==> config.mk <==
export PLATFORM = sky130hd
export DESIGN_NAME = fz_shadow_regs
export DESIGN_NICKNAME = d
export VERILOG_FILES = /design/src/rtl/fz_pkg.sv /design/src/rtl/fz_misc_reg.sv /design/src/rtl/fz_release_detect.sv /design/src/rtl/fz_gated_slot.sv /design/src/rtl/fz_shadow_regs.sv
export SDC_FILE = /design/constraint.sdc
export NUM_CORES = 1
export LEC_CHECK = 0
export ABC_AREA = 0
export BUFFER_PORTS_ARGS = -buffer_cell sky130_fd_sc_hd__buf_2
export CAP_MARGIN = 20
export CORE_ASPECT_RATIO = 0.5
export CORE_UTILIZATION = 50
export CTS_BUF_LIST = sky130_fd_sc_hd__clkbuf_16
export DETAILED_ROUTE_END_ITERATION = 8
export PLACE_DENSITY_LB_ADDON = 0.3
export SYNTH_ARGS = -nofsm -noshare
export SYNTH_HDL_FRONTEND = slang
export SYNTH_HIERARCHICAL = 1
export SYNTH_SLANG_ARGS = --single-unit
==> constraint.sdc <==
create_clock -name clk -period 3.9 [get_ports clk]
set_input_delay 0.78 -clock clk [delete_from_list [all_inputs] [get_ports clk]]
set_output_delay 0.78 -clock clk [all_outputs]
set_load 0.05 [all_outputs]
==> src/rtl/fz_pkg.sv <==
package fz_pkg;
  localparam int DW         = 8;
  localparam int AW         = 8;
  localparam int MISC_ADDR  = 'h05;
  localparam int GATE_BASE  = 'h0F;
  localparam int GATE_COUNT = 13;
  localparam int HOLD_BIT   = 4;
  localparam int RSV_BIT    = 5;
  localparam logic [DW-1:0] MISC_WMASK = ~(DW'(1) << RSV_BIT);
endpackage

==> src/rtl/fz_misc_reg.sv <==
module fz_misc_reg
  import fz_pkg::*;
#(
  parameter int ADDR = MISC_ADDR
) (
  input  logic          clk,
  input  logic          rst_n,
  input  logic          we,
  input  logic [AW-1:0] addr,
  input  logic [DW-1:0] wdata,
  output logic [DW-1:0] q
);
  logic hit;
  assign hit = we && (addr == AW'(ADDR));

  always_ff @(posedge clk) begin
    if (!rst_n)   q <= '0;
    else if (hit) q <= wdata & MISC_WMASK;
  end

  assert_misc_live_R2: assert property (@(posedge clk) disable iff (!rst_n)
    hit |=> q == ($past(wdata) & MISC_WMASK));
  assert_rsv_zero_R7: assert property (@(posedge clk) disable iff (!rst_n)
    q[RSV_BIT] == 1'b0);
endmodule

==> src/rtl/fz_release_detect.sv <==
module fz_release_detect (
  input  logic clk,
  input  logic rst_n,
  input  logic hold,
  output logic commit
);
  logic hold_d;

  always_ff @(posedge clk) begin
    if (!rst_n) hold_d <= 1'b0;
    else        hold_d <= hold;
  end

  assign commit = hold_d & ~hold;

  assert_commit_single_R4: assert property (@(posedge clk) disable iff (!rst_n)
    commit |=> !commit);
endmodule

==> src/rtl/fz_gated_slot.sv <==
module fz_gated_slot #(
  parameter int W = 8
) (
  input  logic         clk,
  input  logic         rst_n,
  input  logic         wr,
  input  logic [W-1:0] wdata,
  input  logic         hold,
  input  logic         commit,
  output logic [W-1:0] shadow,
  output logic [W-1:0] active
);
  always_ff @(posedge clk) begin
    if (!rst_n) begin
      shadow <= '0;
      active <= '0;
    end else begin
      if (wr) shadow <= wdata;
      if (wr && !hold) active <= wdata;
      else if (commit) active <= shadow;
    end
  end

  assert_hold_stable_R3: assert property (@(posedge clk) disable iff (!rst_n)
    hold |=> $stable(active));
  assert_commit_take_R4: assert property (@(posedge clk) disable iff (!rst_n)
    (commit && !wr) |=> active == $past(shadow));
  assert_direct_write_R5: assert property (@(posedge clk) disable iff (!rst_n)
    (wr && !hold) |=> active == $past(wdata));
  assert_stage_write_R6: assert property (@(posedge clk) disable iff (!rst_n)
    wr |=> shadow == $past(wdata));
endmodule

==> src/rtl/fz_shadow_regs.sv <==
module fz_shadow_regs
  import fz_pkg::*;
#(
  parameter int NG   = GATE_COUNT,
  parameter int BASE = GATE_BASE
) (
  input  logic             clk,
  input  logic             rst_n,
  input  logic [AW-1:0]    reg_addr,
  input  logic [DW-1:0]    reg_wdata,
  input  logic             reg_we,
  output logic [DW-1:0]    reg_rdata,
  output logic             adc_sclk_sel,
  output logic             rmck_hiz,
  output logic             hold_on,
  output logic             filt_sel,
  output logic             hpf_hold,
  output logic             codec_master,
  output logic             sai_master,
  output logic [NG*DW-1:0] gated_q
);
  logic [DW-1:0] misc_q;
  logic          commit;
  logic [DW-1:0] shadow [NG];

  fz_misc_reg #(.ADDR(MISC_ADDR)) u_misc (
    .clk(clk), .rst_n(rst_n), .we(reg_we), .addr(reg_addr),
    .wdata(reg_wdata), .q(misc_q)
  );

  fz_release_detect u_rel (
    .clk(clk), .rst_n(rst_n), .hold(misc_q[HOLD_BIT]), .commit(commit)
  );

  for (genvar i = 0; i < NG; i++) begin : g_slot
    logic wr_i;
    assign wr_i = reg_we && (reg_addr == AW'(BASE + i));
    fz_gated_slot #(.W(DW)) u_slot (
      .clk(clk), .rst_n(rst_n), .wr(wr_i), .wdata(reg_wdata),
      .hold(misc_q[HOLD_BIT]), .commit(commit),
      .shadow(shadow[i]), .active(gated_q[i*DW +: DW])
    );
  end

  always_comb begin
    reg_rdata = '0;
    if (reg_addr == AW'(MISC_ADDR)) reg_rdata = misc_q;
    for (int i = 0; i < NG; i++)
      if (reg_addr == AW'(BASE + i)) reg_rdata = shadow[i];
  end

  assign sai_master   = misc_q[0];
  assign codec_master = misc_q[1];
  assign hpf_hold     = misc_q[2];
  assign filt_sel     = misc_q[3];
  assign hold_on      = misc_q[HOLD_BIT];
  assign rmck_hiz     = misc_q[6];
  assign adc_sclk_sel = misc_q[7];

  assert_hold_pin_R2: assert property (@(posedge clk) disable iff (!rst_n)
    (reg_we && reg_addr == AW'(MISC_ADDR)) |=> hold_on == $past(reg_wdata[HOLD_BIT]));
endmodule

Word level (Yosys, flattened, before mapping)
Index checks and enable logic that the tools add are counted.
- bitwise operators: 2
- mux-type cells: 40
- eq/ne operators: 14
- reduce and logical (&&, ||, !) cells: 41
- operators by type and width (cell ; number):
    $mux W8 ; 40
    $eq A8 B5 Y1 const B ; 12
    $logic_and A1 B1 Y1 ; 27
    $reduce_bool A2 Y1 ; 13
    $eq A8 B3 Y1 const B ; 1
    $eq A8 B4 Y1 const B ; 1
    $and A1 B1 Y1 ; 1
    $logic_not A1 Y1 ; 1
    $not A1 Y1 ; 1
- output and inout port bits: 119
- input bits: 19
- word-level logic and storage cells: 125
- flip-flop bits (word level): 216

Depth between registers and ports, before layout
- depth after elaboration: 15
- depth in mapped cells: 9
- gate-level depth less buffers: 6

By module
Netlist, hierarchy kept.
- by module, submodules not included (module ; area each (um2) ; seq. area each (um2) ; cells each ; times used):
    fz_gated_slot ; 713.2 ; 320.3 ; 63 ; 13
    fz_shadow_regs ; 1341.3 ; 0.0 ; 221 ; 1
    fz_misc_reg ; 321.6 ; 140.1 ; 35 ; 1
    fz_release_detect ; 36.3 ; 20.0 ; 3 ; 1

Worst setup path after synthesis
No wires, ideal clock.
- kind: input -> output
- start point: in reg_addr[7]
- end point: out reg_rdata[5]
- path slack: -0.015 ns
- arrival time: 3.135 ns
- path buffers: 3
- cell stages on the path: 8
- required time: 3.120 ns
- path through: or4b_1 buf_2 or3_1 buf_2 buf_6 o21ai_0 a22oi_1 a31oi_1
- cells in the longest elaborated chain, start to end: 14
- elaborated cells on any way between the ends: 26
- those cells by class: 13 x eq/ne; 13 x mux
- ends and longest elaborated chain (item ; RTL line ; RTL):
    start: declaration ; fz_shadow_regs.sv:9 ; input logic [AW-1:0] reg_addr,
    $eq A8 B4 Y1 ; fz_shadow_regs.sv:49 ; if (reg_addr == AW'(BASE + i)) reg_rdata = shadow[i];
    $mux W8 (12 in series) ; fz_shadow_regs.sv:49 ;
    $mux W8 (*) ; fz_shadow_regs.sv:49 ;
    end: declaration ; fz_shadow_regs.sv:12 ; output logic [DW-1:0] reg_rdata,
Mark *: on every way between the ends. The rest lies on a longest branch, timed or not.

Worst setup path in the final report
- start point: in reg_addr[7]
- end point: out reg_rdata[6]
- cells in the longest elaborated chain, start to end: 15
- elaborated cells on any way between the ends: 28
- those cells by class: 14 x eq/ne; 14 x mux
- ends and longest elaborated chain (item ; RTL line ; RTL):
    $eq A8 B3 Y1 ; fz_shadow_regs.sv:47 ; if (reg_addr == AW'(MISC_ADDR)) reg_rdata = misc_q;
    $mux W8 ; fz_shadow_regs.sv:47 ;
    $mux W8 (12 in series) ; fz_shadow_regs.sv:49 ;
    $mux W8 (*) ; fz_shadow_regs.sv:49 ;
Marked as above.

==> impl_metrics.py <==
metrics = {
    "synth": {
        "syn-mean-instance-area_um2": 10.2,
        "yosys.area.top_type": "dfxtp_1",
        "synth_top_family_by_area": "multiplexers",
        "syn_nets": 1097,
        "synth_top_area_share_pct": 39.4,
        "synth_async_sr_flop_share_pct": 0,
        "yosys.area_share.simple_pct": 18.4,
        "synth-adder-area-share_pct": 0,
        "synth_seq_cells": 216,
        "synth_cells": 1078,
        "synth_area_leaders": "dfxtp_1 39%, mux2i_1 20%, nor3b_1 5.5%",
        "syn_area_um2": 11000,
        "muxShareOfSynthArea_pct": 21.2,
        "synth_edf_count": 0,
        "synth_compound_area_share_pct": 14.1,
        "ys_types": 54,
        "ys.flop_type": "dfxtp_1",
        "yosys.area_share.xor_xnor_pct": 0,
        "yosysWarnings": 6,
        "seq_area_frac_synth_pct": 39.4,
    },
    "timing": {
        "period_share_pct": 99.1,
        "setup_slack_ns": 0.0343,
        "maxSlewHeadroom_pct": 36.9,
        "max_freq_mhz": 259,
        "layout_min_cycle_time_ns": 3.87,
        "finalMaxSlewViolations": 0,
        "setup_viol": 0,
        "hold_violations": 0,
        "rsz0062_at_grt": "false",
        "tightestPinTransition_ns": 0.946,
        "fin_skew_ns": 0.00448,
        "tns_ns": 0,
    },
    "floorplanning": {
        "die_h_um": 107,
        "die_area_um2": 22600,
        "initial_core_util_pct": 52.2,
        "core_area_um2": 21000,
        "ioPinCount": 138,
        "die_w_um": 211,
        "rows": 37,
    },
    "placement": {
        "placed_cells": 1448,
        "io_buffer_count": 137,
        "placed_cell_area_um2": 11600,
        "gp_congestion": 0.979,
        "pre_cts_slack_ns": 0.0189,
        "dp_hpwl_mm": 21.4,
    },
    "grt": {
        "grt.total_usage_pct": 28.2,
        "first_global_vias": 8647,
        "globalRouteOverflowTotal": 0,
        "grt_pass1_wl_mm": 49.7,
        "grt_max_degree": 105,
        "antenna_found_initial": 0,
    },
    "final_layout": {
        "nets": 1197,
        "layout_common_cells": "224 x mux2i_1, 215 x dfxtp_1, 139 x nor2_1",
        "finalInstanceArea_um2": 12200,
        "stdcell_count": 1481,
        "area_growth_pct": 10.8,
        "drive_above_1_share_pct": 22.5,
        "layout_commonest_cell": "mux2i_1",
        "diodes": 0,
    },
    "setup_path": {
        "r2r_end": "g_slot[9].u_slot/active[1]",
        "rrSetupSlack_ns": 1.58,
        "r2r_cells": 5,
        "worstSetupPathType": "in -> out",
        "crit_arrival_ns": 3.09,
        "cp-end-kind": "primary output",
        "reg2reg_from": "u_misc/q[4]",
        "startpoint_type": "input port",
        "cp_max_fo": 8,
        "crit_start": "reg_addr[7]",
        "crit_required_ns": 3.12,
    },
    "route": {
        "vias_per_cell": 6.06,
        "wire_per_inst_um": 21.9,
        "drtAntennaViolNets": 0,
        "firstDrtPassIters": 5,
        "finalWirelength_mm": 32.4,
        "drc_errors": 0,
        "vias": 8975,
        "first_iter_violations": 743,
    },
    "clock_network": {
        "clk_latency_ns": 0.49,
        "path_clk_slew_ns": 0.06,
        "cts_max_path_buffers": 3,
        "htreeDepth": 1,
        "root_buffer": "clkbuf_16",
        "cts_tree": "built",
        "numCtsBuffers": 20,
        "cts_hold_buf": 0,
        "clock-sinks": 216,
    },
    "power": {
        "power_density_nw_per_um2": 348,
        "p_leak_uw": 0.00418,
        "ir_worst_vdd_mv": 0.174,
    },
    "flow_run": {
        "drv_cap": 0,
    },
    "hold_path": {
        "hold_path_startpoint": "u_misc/q[0]",
        "holdPathEnd": "u_misc/q[0]",
        "min_path_type": "reg -> reg",
        "min_delay_path_depth": 2,
    },
    "run_status": {
        "status": "finished clean",
    },
}
==> how the worst max path moves through the flow <==
stage	to	slack [ns]	cells past startpoint
3_5_place_dp	reg_rdata[6]	0.02	8
6_report	reg_rdata[6]	0.03	8
3_3_place_gp	reg_rdata[6]	0.05	8
5_1_grt	reg_rdata[6]	0.04	8
2_1_floorplan	reg_rdata[6]	0.15	8
4_1_cts	reg_rdata[6]	0.008	8
==> where the power goes <==
part	internal [uW]	switching, uW	total (uW)
Clock	965	820	1790
Combinational	48.3	183	231
Sequential	2210	3.14	2210
==> cells in the mapped netlist (all sizes together) (4+ instances only) <==
library cell / instances
nor3: 15
nor3b: 106
o32ai: 5
o21ai: 9
inv: 16
a211oi: 104
nor2: 139
a2bb2oi: 4
clkbuf: 15
o21a: 4
a22oi: 15
mux2i: 224
o32a: 4
nor2b: 5
nand2: 28
o22a: 5
a21oi: 26
nand2b: 17
o22ai: 11
dfxtp: 216
buf: 73
==> cells by family after synthesis <==
| family | after synthesis |
|---|---|
| AOI/OAI and AO/OA | 198 |
| buffers and inverters | 104 |
| DFF | 216 |
| muxes | 229 |
| other | 1 |
| and+or+nand+nor | 330 |
==> registers in the layout, summed over array words and instances (netlist names) <==
register / flops
g_slot.u_slot/shadow: 104
u_rel/hold_d: 1
u_misc/q: 7
g_slot.u_slot/active: 104
==> layout make-up <==
type,count,area (um2)
clock buffer,21,526
clock inverter,12,48.8
fill,1892,8860
inverter,16,60.1
multi-input combinational,758,5920
sequential,216,4330
tap,292,365
timing repair buffer,166,916
==> per-stage QoR <==
stage	total power, uW	utilization (%)	hold WS [ns]
3_3_place_gp	2480	55.1	0.472
3_5_place_dp	2490	55.1	0.472
4_1_cts	4250	57.8	0.482
5_1_grt	4350	57.9	0.514
2_1_floorplan	2380	-	0.474
6_report	4230	57.9	0.484
==> per-layer routing <==
metal  routed length (um)  up-vias  track usage (%)
met5                    0        -                0
li1                     -     4163                -
met3                 2010       62             4.01
met2                14200      308             42.4
met4                  809        0             8.75
met1                15400     4442             41.4
==> what timing repair did <==
| action | 4_1_cts | 5_1_grt |
|---|---|---|
| buffers inserted | 0 | 0 |
| resized for setup | 0 | 1 |
| setup endpoints to repair | 0 | 3 |
==> critical path, cell delays in order <==
cell and delay (ns):
buf_2 0.13, or4b_1 0.62, or3_4 0.43, buf_4 0.18
a221o_1 0.26, a2bb2oi_1 0.28, a21oi_1 0.16, buf_2 0.23
No activity file was read; power rests on OpenSTA's default activity.
